--- config.mk ---
export PLATFORM = sky130hd
export DESIGN_NAME = exc_redirect_unit
export DESIGN_NICKNAME = d
export VERILOG_FILES = /design/src/rtl/exc_redirect_pkg.sv /design/src/rtl/exc_prio_sel.sv /design/src/rtl/exc_target_gen.sv /design/src/rtl/exc_redirect_unit.sv
export SDC_FILE = /design/constraint.sdc
export NUM_CORES = 1
export LEC_CHECK = 0
export ABC_CLOCK_PERIOD_IN_PS = 2500
export CAP_MARGIN = 10
export CORE_MARGIN = 2
export CORE_UTILIZATION = 57
export CTS_CLUSTER_DIAMETER = 40
export DETAILED_ROUTE_END_ITERATION = 8
export DONT_BUFFER_PORTS = 1
export PLACE_DENSITY_LB_ADDON = 0.2
export RECOVER_POWER = 50
export SLEW_MARGIN = 20
export SYNTH_ARGS = -nofsm -noshare
export SYNTH_HDL_FRONTEND = slang
export SYNTH_HIERARCHICAL = 1
export SYNTH_SLANG_ARGS = --single-unit
--- constraint.sdc ---
create_clock -name clk -period 2.5 [get_ports clk]
set_input_delay 0.375 -clock clk [delete_from_list [all_inputs] [get_ports clk]]
set_output_delay 0.375 -clock clk [all_outputs]
set_load 0.02 [all_outputs]
--- src/rtl/exc_redirect_pkg.sv ---
package exc_redirect_pkg;

    typedef enum logic [2:0] {
        C_NONE,
        C_ITLB,
        C_DTLB,
        C_FPU,
        C_SYSCALL,
        C_RFE,
        C_TICK,
        C_EXT
    } exc_cause_e;

    typedef enum logic {
        ST_RUN,
        ST_FLUSH
    } redir_state_e;

endpackage

--- src/rtl/exc_prio_sel.sv ---
module exc_prio_sel
    import exc_redirect_pkg::*;
#(
    parameter int SR_W        = 16,
    parameter int TICK_EN_BIT = 1,
    parameter int EXT_EN_BIT  = 2
) (
    input  logic            accept_i,
    input  logic            itlb_i,
    input  logic            dtlb_i,
    input  logic            fpu_i,
    input  logic            sys_i,
    input  logic            rfe_i,
    input  logic            tick_i,
    input  logic            ext_i,
    input  logic [SR_W-1:0] sr_i,
    output exc_cause_e      cause_o
);

    logic tick_ok;
    logic ext_ok;

    always_comb begin
        tick_ok = tick_i && sr_i[TICK_EN_BIT];
        ext_ok  = ext_i && sr_i[EXT_EN_BIT];
        cause_o = C_NONE;
        if (accept_i) begin
            if (itlb_i)       cause_o = C_ITLB;
            else if (dtlb_i)  cause_o = C_DTLB;
            else if (fpu_i)   cause_o = C_FPU;
            else if (sys_i)   cause_o = C_SYSCALL;
            else if (rfe_i)   cause_o = C_RFE;
            else if (tick_ok) cause_o = C_TICK;
            else if (ext_ok)  cause_o = C_EXT;
        end
    end

endmodule

--- src/rtl/exc_target_gen.sv ---
module exc_target_gen
    import exc_redirect_pkg::*;
#(
    parameter int          XLEN     = 32,
    parameter logic [31:0] VEC_ITLB = 32'h0000_0A00,
    parameter logic [31:0] VEC_DTLB = 32'h0000_0900,
    parameter logic [31:0] VEC_FPU  = 32'h0000_0D00,
    parameter logic [31:0] VEC_SYS  = 32'h0000_0C00,
    parameter logic [31:0] VEC_TICK = 32'h0000_0500,
    parameter logic [31:0] VEC_EXT  = 32'h0000_0800
) (
    input  exc_cause_e      cause_i,
    input  logic [XLEN-1:0] pc_i,
    input  logic [XLEN-1:0] npc_i,
    input  logic [XLEN-1:0] epcr_i,
    output logic [XLEN-1:0] target_o,
    output logic [XLEN-1:0] save_o,
    output logic            take_o,
    output logic            ret_o
);

    // Restartable faults return to the faulting address; all others resume after it.
    always_comb begin
        target_o = '0;
        save_o   = npc_i;
        take_o   = 1'b1;
        ret_o    = 1'b0;
        unique case (cause_i)
            C_ITLB:    begin target_o = VEC_ITLB[XLEN-1:0]; save_o = pc_i; end
            C_DTLB:    begin target_o = VEC_DTLB[XLEN-1:0]; save_o = pc_i; end
            C_FPU:     target_o = VEC_FPU[XLEN-1:0];
            C_SYSCALL: target_o = VEC_SYS[XLEN-1:0];
            C_TICK:    target_o = VEC_TICK[XLEN-1:0];
            C_EXT:     target_o = VEC_EXT[XLEN-1:0];
            C_RFE:     begin target_o = epcr_i; take_o = 1'b0; ret_o = 1'b1; end
            C_NONE:    take_o = 1'b0;
            default:   take_o = 1'b0;
        endcase
    end

endmodule

--- src/rtl/exc_redirect_unit.sv ---
module exc_redirect_unit
    import exc_redirect_pkg::*;
#(
    parameter int          XLEN          = 32,
    parameter int          SR_W          = 16,
    parameter int          SPR_AW        = 16,
    parameter logic [15:0] EPCR_SPR_ADDR = 16'h0020,
    parameter int          TICK_EN_BIT   = 1,
    parameter int          EXT_EN_BIT    = 2
) (
    input  logic              clk,
    input  logic              rst_n,
    input  logic              commit_valid_i,
    input  logic [XLEN-1:0]   commit_pc_i,
    input  logic [XLEN-1:0]   commit_npc_i,
    input  logic              commit_itlb_miss_i,
    input  logic              commit_dtlb_miss_i,
    input  logic              commit_fpu_exc_i,
    input  logic              commit_syscall_i,
    input  logic              commit_rfe_i,
    input  logic              tick_irq_i,
    input  logic              ext_irq_i,
    input  logic [SR_W-1:0]   sr_cur_i,
    input  logic [SPR_AW-1:0] spr_addr_i,
    output logic [XLEN-1:0]   spr_rdata_o,
    output logic              flush_o,
    output logic [XLEN-1:0]   fetch_pc_o,
    output logic              sr_load_o,
    output logic [SR_W-1:0]   sr_load_val_o
);

    localparam logic [SPR_AW-1:0] EPCR_ADDR = EPCR_SPR_ADDR[SPR_AW-1:0];

    redir_state_e    state_q, state_d;
    exc_cause_e      cause;
    logic            accept;
    logic [XLEN-1:0] epcr_q;
    logic [SR_W-1:0] esr_q;
    logic [XLEN-1:0] target;
    logic [XLEN-1:0] save_addr;
    logic            take_exc;
    logic            take_ret;

    // Younger instructions presented during the flush cycle are squashed.
    assign accept = commit_valid_i && (state_q == ST_RUN);

    exc_prio_sel #(
        .SR_W        (SR_W),
        .TICK_EN_BIT (TICK_EN_BIT),
        .EXT_EN_BIT  (EXT_EN_BIT)
    ) u_prio (
        .accept_i (accept),
        .itlb_i   (commit_itlb_miss_i),
        .dtlb_i   (commit_dtlb_miss_i),
        .fpu_i    (commit_fpu_exc_i),
        .sys_i    (commit_syscall_i),
        .rfe_i    (commit_rfe_i),
        .tick_i   (tick_irq_i),
        .ext_i    (ext_irq_i),
        .sr_i     (sr_cur_i),
        .cause_o  (cause)
    );

    exc_target_gen #(
        .XLEN (XLEN)
    ) u_target (
        .cause_i  (cause),
        .pc_i     (commit_pc_i),
        .npc_i    (commit_npc_i),
        .epcr_i   (epcr_q),
        .target_o (target),
        .save_o   (save_addr),
        .take_o   (take_exc),
        .ret_o    (take_ret)
    );

    // Next-state logic
    always_comb begin
        state_d = state_q;
        unique case (state_q)
            ST_RUN:   if (take_exc || take_ret) state_d = ST_FLUSH;
            ST_FLUSH: state_d = ST_RUN;
            default:  state_d = ST_RUN;
        endcase
    end

    // State register
    always_ff @(posedge clk) begin
        if (!rst_n) state_q <= ST_RUN;
        else        state_q <= state_d;
    end

    // Registered outputs and saved context
    always_ff @(posedge clk) begin
        if (!rst_n) begin
            epcr_q        <= '0;
            esr_q         <= '0;
            flush_o       <= 1'b0;
            fetch_pc_o    <= '0;
            sr_load_o     <= 1'b0;
            sr_load_val_o <= '0;
        end else begin
            flush_o   <= take_exc || take_ret;
            sr_load_o <= take_ret;
            if (take_exc || take_ret) fetch_pc_o <= target;
            if (take_ret) sr_load_val_o <= esr_q;
            if (take_exc) begin
                epcr_q <= save_addr;
                esr_q  <= sr_cur_i;
            end
        end
    end

    assign spr_rdata_o = (spr_addr_i == EPCR_ADDR) ? epcr_q : '0;

endmodule

Word-level counts from Yosys, hierarchy flattened. Index checks and enable logic that the tools add are counted. Widths: inputs -> output; s select.

Input bits: 106. Output and inout bits: 82. Flip-flop bits (word level): 99. Logic and storage cells: 38.

Multiplexer cells: 15. Reductions and logical operators: 7. Bitwise gates (word level): 1. Eq/ne operators: 8.

Operators by type and width (number): $pmux 32 s7 (1); $mux 32 (2); $mux 3 (8); $eq 16x6->1 const B (1); $eq 3x3->1 const B (4); $eq 3x2->1 const B (2); $reduce_or 2->1 (2); $eq 3x1->1 const B (1); $logic_and 1x1->1 (3); $logic_not 3->1 (1); $mux 1 (3); $pmux 1 s2 (1); $logic_or 1x1->1 (1); $not 1->1 (1).

Depth between registers and ports, before layout.
Depth after elaboration: 15. Gate-level depth with buffers: 12. Mapped depth without buffers: 8.

Cells and area by module. Netlist, hierarchy kept.

By module, submodules not included: exc_redirect_unit (area each 4006.3 sq um, instances 1, cells each 394); exc_target_gen (area each 837.1 sq um, instances 1, cells each 86); exc_prio_sel (area each 81.3 sq um, instances 1, cells each 14).

Worst setup path after synthesis. No wires, ideal clock.

Kind: input to register. Start point: in commit_valid_i. End point: reg state_q. Slack: -74 ps. Setup time: 114 ps. Cell stages on the path: 10. Data required time: 2386 ps. Buffers on the path: 2. Arrival time: 2461 ps. Path through: nor2b_1 nand2b_1 a2111oi_2 nor2b_1 or3_1 buf_6 or2_1 buf_6 and2_4 nor2b_1.

Word-level cells in the longest chain between the ends: 8. Elaborated cells between the ends (all ways): 10.

RTL lines: start: declaration (line exc_redirect_unit.sv:13) `input logic commit_valid_i,`; $logic_and 1x1->1 (*) (line exc_redirect_unit.sv:45) `assign accept = commit_valid_i && (state_q == ST_RUN);`; $mux 3 (*) (line exc_prio_sel.sv:27) `if (accept_i) begin`; net cause[2] (line exc_redirect_unit.sv:35) `exc_cause_e cause;`; $eq 3x3->1 or $logic_not 3->1 (tied branches) (line exc_target_gen.sv:28) `unique case (cause_i)`; $reduce_or 2->1 (no source line) (*); $mux 1 (*) (line exc_target_gen.sv:28); net take_exc (line exc_redirect_unit.sv:41) `logic take_exc;`; $logic_or 1x1->1 (*) (line exc_redirect_unit.sv:81) `ST_RUN: if (take_exc || take_ret) state_d = ST_FLUSH;`; $mux 1 (*) (line exc_redirect_unit.sv:81); $pmux 1 s2 (*) (line exc_redirect_unit.sv:80) `unique case (state_q)`; end signal: assignment (line exc_redirect_unit.sv:90) `else state_q <= state_d;`; end: declaration (line exc_redirect_unit.sv:34) `redir_state_e state_q, state_d;`.

Mark *: on every way through the listed nets, which the timed path passes. The rest lies on a longest branch. A chain may end at the register's enable or synchronous reset.

Final worst setup path.
Start point: reg state_q. End point: reg fetch_pc_o[15].

Word-level cells in the longest chain between the ends: 7. Elaborated cells between the ends (all ways): 16.

RTL lines: $not 1->1 (*); $logic_and 1x1->1 (*) (line exc_redirect_unit.sv:45); net accept (line exc_redirect_unit.sv:36) `logic accept;`; $mux 3 (*) (line exc_prio_sel.sv:27); net cause[0] (line exc_redirect_unit.sv:35); $eq 3x3->1 or $logic_not 3->1 (tied branches) (line exc_target_gen.sv:28); $reduce_or 2->1 (no source line) (*); $mux 1 (*) (line exc_target_gen.sv:28); net take_exc (line exc_redirect_unit.sv:41); $logic_or 1x1->1 (*) (line exc_redirect_unit.sv:105) `if (take_exc || take_ret) fetch_pc_o <= target;`; end signal: assignment (line exc_redirect_unit.sv:105); end: declaration (line exc_redirect_unit.sv:27) `output logic [XLEN-1:0] fetch_pc_o,`.

Marked as above.

==> results.cfg <==
[run_status]
status = finished, final reports clean

[cts]
clock-sinks = 99
worstSkewPairLatency_ps = 360
cts_root_buf = clkbuf_8
hold_buffers = 0
htreeDepth = 3
path_clk_slew_ps = 90
post_cts_buffers = 0
cts_buffers = 9
cts_tree = done
cts.path.max_buffers = 2

[yosys]
synthCells = 494
netlist_area_mm2 = 0.00492
synth_mux_area_frac = 0.226
synth_fp_nets = 600
synth_warnings = 6
synth_edf_count = 0
synth_top_family_by_area = simple AND/OR/NAND/NOR gates
synth_top_area_frac = 0.402
synth_fa_ha_area_frac = 0
synth_top_cell_by_area = dfxtp_1
synth_compound_area_frac = 0.0678
synth-seq-cells = 99
synth_flop_cell = dfxtp_1
synthSimpleGateAreaFrac = 0.246
synthDistinctLibCells = 31
syn_area_per_cell_um2 = 9.97
synth.area.top_cells = dfxtp_1 (40%), mux2i_1 (13%), mux2_4 (9.1%)
async_flop_share = 0
yosysSeqAreaShare = 0.402
synthXorXnorAreaFrac = 0

[timing]
worst_pin_slew_ps = 911
fin_crit_sh = 0.928
tns_ps = 0
rsz0062_at_grt = false
final_max_slew_viol_count = 0
holdWs_ps = 149
fin_crit_ps = 2320
slew_headroom = 0.393
hold_viol_final = 0
finClkSkew_ps = 12.3
setup_viol = 0
fmax_ghz = 0.431

[drt]
drc = 0
drt-vias-per-instance = 5.37
drt_iter0_drc = 130
routedWlPerCell_um = 16.7
wl_met3_um = 804
antenna_left = 0
routed_wl_um = 9990
top_layer = met4
dr_total_vias = 3203
wl_met1_um = 4360
dr.pass1.iters = 4
met2_wirelength_um = 4720

[finish]
drive_gt1_frac = 0.152
seqCellArea_mm2 = 0.00198
area_delta_synth_final_pct = 5.03
final_cell_area_mm2 = 0.00517
antenna_cells = 0
fin_nets = 593
fillers = 709
multi_input_area_mm2 = 0.00268

[worst_setup_path]
slowest_delay_ps = 490
criticalPathCategory = flop to flop
startpoint_type = flop
arrival_ps = 2570
cp_cell_sequence = nor2b_2 -> o21ai_0 -> o21ai_0 -> buf_4 -> nor2b_1 -> or3_2 -> or2_1 -> buf_4 -> nand2_1 -> a21boi_1
r2r_slack_ps = 180
critPathMaxFanout = 18
required_ps = 2750
cp_slowest_cell = or3_2
cp-end-kind = flop

[power]
power_density_mw_per_mm2 = 653
leakage_uw = 0.00197
peakVddDrop_v = 0.000374

[floorplanning]
die_h_um = 97.0
pin_count = 188
die_area_mm2 = 0.00940
die_x_um = 97.0
num_rows = 33
start_util = 0.593
fp.coreArea_mm2 = 0.00830

[global_route]
overflow = 0
grt_pass1_wl_um = 16100
grt_pass1_vias = 3175
globalRouteTotalUtil = 0.210
grt_max_degree = 99
antenna_found_initial = 0

[place]
place.gp.congestion = 0.771
dpl_cell_area_mm2 = 0.00497
dp_hpwl_um = 7150
port_buffers = 0

[worst_hold_path]
hold_class = primary input to flop

[flow_run]
drv_cap = 0
[timing repair]
item	CTS	global route
endpoints found under the hold margin	0	0
endpoints found under the setup margin	0	32
resized for setup	0	1
[cells in the final DEF (no fill, tap or decap), types with 2 or more instances in the layout]
master and instances:
a21boi_1 32, a21oi_1 3, and2_0 22, and2_1 39
buf_12 3, buf_4 13, clkbuf_8 10, dfxtp_1 99
inv_1 2, inv_6 3, mux2_2 2, mux2_4 30
mux2i_1 64, nand2_1 68, nand2b_1 3, nand2b_4 2
nor2_1 3, nor2_4 2, nor2b_1 68, nor4_1 3
o21ai_0 5
[final timing paths]
kind | startpoint | to | cells past startpoint
min | rst_n | esr_q[0] | 1
max | state_q | fetch_pc_o[15] | 10
min reg2reg | state_q | state_q | 1
max reg2reg | state_q | fetch_pc_o[15] | 10
[Yosys cell counts (all sizes together), types with 2 or more instances]
| cell type | count |
|---|---|
| nor4 | 3 |
| buf | 27 |
| mux2i | 64 |
| nor2b | 69 |
| nor2 | 5 |
| nand2 | 68 |
| nand2b | 5 |
| dfxtp | 99 |
| mux2 | 32 |
| o21ai | 5 |
| clkbuf | 8 |
| a21oi | 4 |
| a21boi | 32 |
| inv | 2 |
| and2 | 62 |
[registers in the layout, indices dropped and copies added, names as in the netlist]
name and count:
epcr_q 32, esr_q 16, fetch_pc_o 32, flush_o 1
sr_load_o 1, sr_load_val_o 16, state_q 1
[through the flow]
step / utilization / std cells / setup WS [ps] / power (uW)
global placement: 0.599 / 581 / 147 / 2350
finish: 0.623 / 597 / 180 / 3380
CTS: 0.624 / 597 / 135 / 3410
detailed placement: 0.599 / 581 / 76.7 / 2360
global route: 0.623 / 597 / 33.4 / 3540
floorplan: - / 494 / 97.2 / 2280
[area by class of cell]
cell class	instances	area share
repair buffers	17	0.0314
clock inverters	6	0.0135
inverters	2	0.00145
multi-input cells	358	0.518
well taps	105	0.0254
clock buffers	10	0.0266
flip-flops and latches	99	0.383
[routing by layer]
layer / GRT usage / up-vias
met5: 0 / -
met4: 0.0520 / 0
met3: 0.0672 / 7
met2: 0.342 / 125
met1: 0.271 / 1467
li1: - / 1604
[where the power goes]
part           switching, uW  leakage (uW)  internal [uW]  total, uW
clock                    557      0.000108            501       1060
combinational            261       0.00106            321        581
sequential              69.2      0.000807           1670       1740
total                    887       0.00197           2490       3380
[kinds of logic (layout without fill, tap and decap cells)]
| group | Yosys count | after routing |
|---|---|---|
| AO/OA/AOI/OAI | 45 | 45 |
| AND/OR/NAND/NOR | 217 | 217 |
| multiplexers | 96 | 96 |
| buffers and inverters | 37 | 35 |
| flip-flops | 99 | 99 |
[worst max-delay path: cells and delay by family, from the launching register on]
family / cells / cell delay, ps
AOI/OAI and AO/OA: 3 / 290
buffers and inverters: 2 / 410
DFF: 1 / 410
and+or+nand+nor: 5 / 1100
Note: power is estimated with default switching activity, not from simulation.
